$ cat config.mk
export PLATFORM = sky130hd
export DESIGN_NAME = pixel_lane_deser
export DESIGN_NICKNAME = d
export VERILOG_FILES = /design/src/rtl/pixel_lane_deser.sv
export SDC_FILE = /design/constraint.sdc
export NUM_CORES = 1
export LEC_CHECK = 0
export BUFFER_PORTS_ARGS = -buffer_cell sky130_fd_sc_hd__buf_2
export CAP_MARGIN = 20
export CORE_MARGIN = 1
export CORE_UTILIZATION = 50
export CTS_BUF_LIST = sky130_fd_sc_hd__clkbuf_4 sky130_fd_sc_hd__clkbuf_8
export DETAILED_ROUTE_END_ITERATION = 10
export GPL_TIMING_DRIVEN = 0
export PLACE_DENSITY_LB_ADDON = 0.05
export RECOVER_POWER = 25
export SLEW_MARGIN = 20
export SYNTH_ARGS = -nofsm -noshare
export SYNTH_HDL_FRONTEND = slang
export SYNTH_SLANG_ARGS = --single-unit
$ cat constraint.sdc
create_clock -name clk -period 8.3 [get_ports clk]
set_input_delay 1.66 -clock clk [delete_from_list [all_inputs] [get_ports clk]]
set_output_delay 1.66 -clock clk [all_outputs]
set_load 0.03 [all_outputs]
$ cat src/rtl/pixel_lane_deser.sv
module pixel_lane_deser #(
  parameter int FRAME_W = 30,
  parameter int LANES   = 3
) (
  input  logic        clk,
  input  logic        rst_n,
  input  logic [1:0]  lane_cfg,
  input  logic        swap_lanes,
  input  logic [1:0]  pwr_mode,
  input  logic        sync,
  input  logic [2:0]  lane_in,
  output logic [23:0] pix_out,
  output logic [2:0]  ctl_out,
  output logic        perr
);
  localparam int CW = $clog2(FRAME_W + 1);
  localparam int PW = FRAME_W - 3;

  logic [FRAME_W-1:0] sr, cur;
  logic [PW-1:0]      word;
  logic [CW-1:0]      cnt, bi, last;
  logic [1:0]         nl;
  logic [LANES-1:0]   lb;
  logic               busy, act, done, ok;

  assign act  = (pwr_mode == 2'd0);
  assign nl   = (lane_cfg == 2'd0) ? 2'd1 : (lane_cfg == 2'd1) ? 2'd2 : 2'd3;
  assign last = CW'(FRAME_W / int'(nl) - 1);
  assign bi   = sync ? '0 : cnt;
  assign done = (sync | busy) && (bi == last);

  always_comb begin
    int src;
    lb = '0;
    for (int k = 0; k < LANES; k++) begin
      src = swap_lanes ? int'(nl) - 1 - k : k;
      if (k < int'(nl) && src >= 0 && src < LANES) lb[k] = lane_in[src];
    end
  end

  always_comb begin
    int pos;
    cur = sr;
    for (int k = 0; k < LANES; k++) begin
      pos = int'(bi) * int'(nl) + k;
      if (k < int'(nl) && pos < FRAME_W) cur[pos] = lb[k];
    end
  end

  assign ok = cur[0] && !cur[FRAME_W-1] && !(^cur[FRAME_W-2:1]);

  always_ff @(posedge clk or negedge rst_n) begin
    if (!rst_n) begin
      sr <= '0; cnt <= '0; busy <= 1'b0; word <= '0; perr <= 1'b0;
    end else if (!act) begin
      sr <= '0; cnt <= '0; busy <= 1'b0; word <= '0; perr <= 1'b0;
    end else begin
      perr <= 1'b0;
      if (sync | busy) begin
        sr   <= cur;
        cnt  <= bi + 1'b1;
        busy <= !done;
      end
      if (done) begin
        if (ok) word <= cur[PW:1];
        else    perr <= 1'b1;
      end
    end
  end

  assign pix_out = word[23:0];
  assign ctl_out = word[26:24];
endmodule

==> impl_metrics.yaml <==
critical_path:
  endpoint_kind: "register"
  reg2reg_slack_ps: 1710
  crit_top_cell: "buf_2"
  cpMaxStageDelayCell: "fa_2"
  setup.worst_path.end: "word[10]"
  cp-startpoint: "lane_cfg[1]"
  slowest_delay_ps: 650
  start_kind: "input port"
  r2r-start: "cnt[0]"
  crit_arrival_ps: 8230
  critPathRequiredTime_ps: 8530
  reg2reg_depth: 22
  reg2reg_to: "word[10]"
  path_class: "in -> reg"
  cp_max_fo: 10
timing:
  tightest_slew_ps: 3430
  fmax_ghz: 0.125
  finalCritPeriodShare_pct: 96.4
  setup_viol: 0
  setup_ws_ps: 301
  hold_viol: 0
  slew_headroom_pct: -129
  slew_viol_final: 65
  period_minus_slack_ps: 8000
  skew_ps: 10.2
synthesis:
  synth_cell_types: 68
  syn-num-nets: 773
  syn_area_sq_mm: 0.00588
  async_flop_share_pct: 100
  synth_top_area_share_pct: 27.3
  yosys-top-cells-area: "dfrtp_1 27%, mux2i_1 8.0%, nand2_1 5.6%"
  synth_enable_flop_cells: 0
  avgSynthCellArea_sq_um: 7.85
  synth_seq_cells: 64
  yosysTopAreaCell: "dfrtp_1"
  netlist_instances: 749
  yosys_warnings: 0
  ys.flop_type: "dfrtp_1"
  ys_seq_area_share_pct: 27.3
floorplanning:
  die_x_microns: 110
  coreArea_sq_mm: 0.0114
  die_area_sq_mm: 0.0122
  die_y_microns: 110
  num_io_pins: 39
  core.rowCount: 39
  initial_core_util_pct: 51.5
clock_tree:
  path_clk_slew_ps: 70
  clock_latency_ps: 350
  clk_path_buf_depth: 2
  root_buffer: "clkbuf_8"
  postCtsHoldBufs: 0
  cts.sinks: 64
  cts_buffers: 9
  htree_levels: 3
  cts_tree: "done"
layout:
  postLayoutCoreUtil_pct: 56.9
  final_cell_mix: "88 x nand2_1, 64 x dfrtp_1, 63 x nor2_1, 46 x buf_2, 46 x mux2i_1"
  fin_nets: 820
  num_antenna_cells: 0
  final_common_cell: "nand2_1"
  syn_to_final_growth_pct: 10.5
  drive_gt1_share_pct: 12.9
power_and_ir_drop:
  power_density_mw_per_mm2: 110
  leakage_uw: 0.00276
  ir_drop_v: 0.000102
run_status:
  status: "finished with violations"
  violations: "capacitance limit, slew limit"
routing:
  wl_per_cell_microns: 23.2
  drt-vias-per-instance: 6.80
  drtIter0Drc: 764
  ant_nets: 0
  routed_wl_mm: 21.9
  drc_errors: 0
  via_count: 6408
  first_pass_iters: 5
place:
  port_buffers: 37
  place_ws_ps: -641
  routabilityCongestion: 1.00
  post-dp-hpwl_mm: 16.9
global_routing:
  antenna_found_initial: 0
  grt_overflow: 0
  grt_pass1_vias: 5951
  grt_pass1_wl_mm: 33.8
  grt_usage_pct: 35.8
  grt_max_degree: 65
job:
  maxCapViolCount: 1
min_path:
  hold_path.class: "reg -> reg"
==> metrics by stage <==
step | area, sq um | hold WS (ps) | cells | power (uW) | setup TNS [ps]
floorplan | 5880 | 444 | 749 | 395 | 0
global placement | 6240 | 471 | 929 | 435 | -17690
detailed placement | 6250 | 479 | 929 | 438 | -15110
CTS | 6470 | 494 | 944 | 716 | 0
global route | 6490 | 530 | 943 | 743 | -76.3
finish | 6490 | 492 | 943 | 717 | 0
==> layout make-up <==
type	count	area, sq um
flip-flops and latches	64	1600
clock buffers	12	165
inverters	19	71.3
repair buffers	38	191
fillers	1129	4920
clock inverters	3	40.0
plain buffers	52	218
multi-input cells	612	4030
well taps	143	179
==> report_power, final <==
| group | switching (uW) | internal, uW |
|---|---|---|
| Clock | 120 | 161 |
| Sequential | 1.03 | 313 |
| Combinational | 91.5 | 31.7 |
==> synthesized netlist by cell type (all sizes together), types with 5 or more instances <==
| master | count |
|---|---|
| or3 | 9 |
| mux2 | 10 |
| mux2i | 47 |
| nand4 | 14 |
| or2 | 7 |
| o211ai | 6 |
| o2111ai | 5 |
| nor4 | 7 |
| nand3 | 39 |
| nor3 | 26 |
| xnor3 | 5 |
| a211oi | 6 |
| o22ai | 5 |
| and3 | 13 |
| nand2 | 89 |
| inv | 19 |
| a21oi | 31 |
| xnor2 | 12 |
| xor2 | 7 |
| o21ai | 47 |
| dfrtp | 64 |
| nor2b | 7 |
| a311oi | 26 |
| or4 | 6 |
| nor2 | 63 |
| and2 | 11 |
| clkbuf | 43 |
| a31oi | 37 |
| buf | 11 |
| o21a | 8 |
| ha | 12 |
==> what timing repair did <==
action	4_1_cts	5_1_grt
buffers inserted	0	0
setup endpoints to repair	28	28
resized for setup	5	10
==> state kept, by name, indices dropped and copies added, names as in the netlist <==
name and cells:
sr 30, word 27, cnt 5, busy 1, perr 1
==> kinds of logic (layout without fill, tap and decap cells) <==
family,after synthesis,after routing,share of synthesized area [%]
AOI/OAI and AO/OA,208,208,23.8
buffers and inverters,73,124,4.98
muxes,57,57,9.92
adders and majority gates,13,13,2.90
DFF,64,64,27.3
xor gates and xnor gates,25,25,5.28
and+or+nand+nor,309,309,25.8
==> routing by layer <==
layer,global-route usage (%),wire length [microns],part of all wire (%),vias to the layer above
li1,-,-,-,2895
met2,55.3,9950,46,361
met5,0,0,0,-
met3,7.03,1900,8.7,57
met1,49.0,9170,42,3095
met4,14.3,836,3.8,0
==> worst max-delay path, delay by kind of cell <==
kind | cells | cell delay (ps)
adder cells (fa/ha/maj) | 3 | 1230
buffers and inverters | 8 | 1580
AND/OR/NAND/NOR | 7 | 1400
XOR/XNOR | 5 | 1630
AO/OA/AOI/OAI | 3 | 720
==> how the worst min path moves through the flow <==
| stage | start | end | slack [ps] | depth (start not counted) |
|---|---|---|---|---|
| 6_report | sr[21] | sr[21] | 490 | 2 |
| 3_3_place_gp | sr[9] | sr[9] | 470 | 2 |
| 4_1_cts | sr[21] | sr[21] | 490 | 2 |
| 2_1_floorplan | sr[0] | sr[0] | 440 | 2 |
| 5_1_grt | sr[6] | sr[6] | 530 | 2 |
| 3_5_place_dp | sr[21] | sr[21] | 480 | 2 |
No activity file was read; power rests on OpenSTA's default activity.
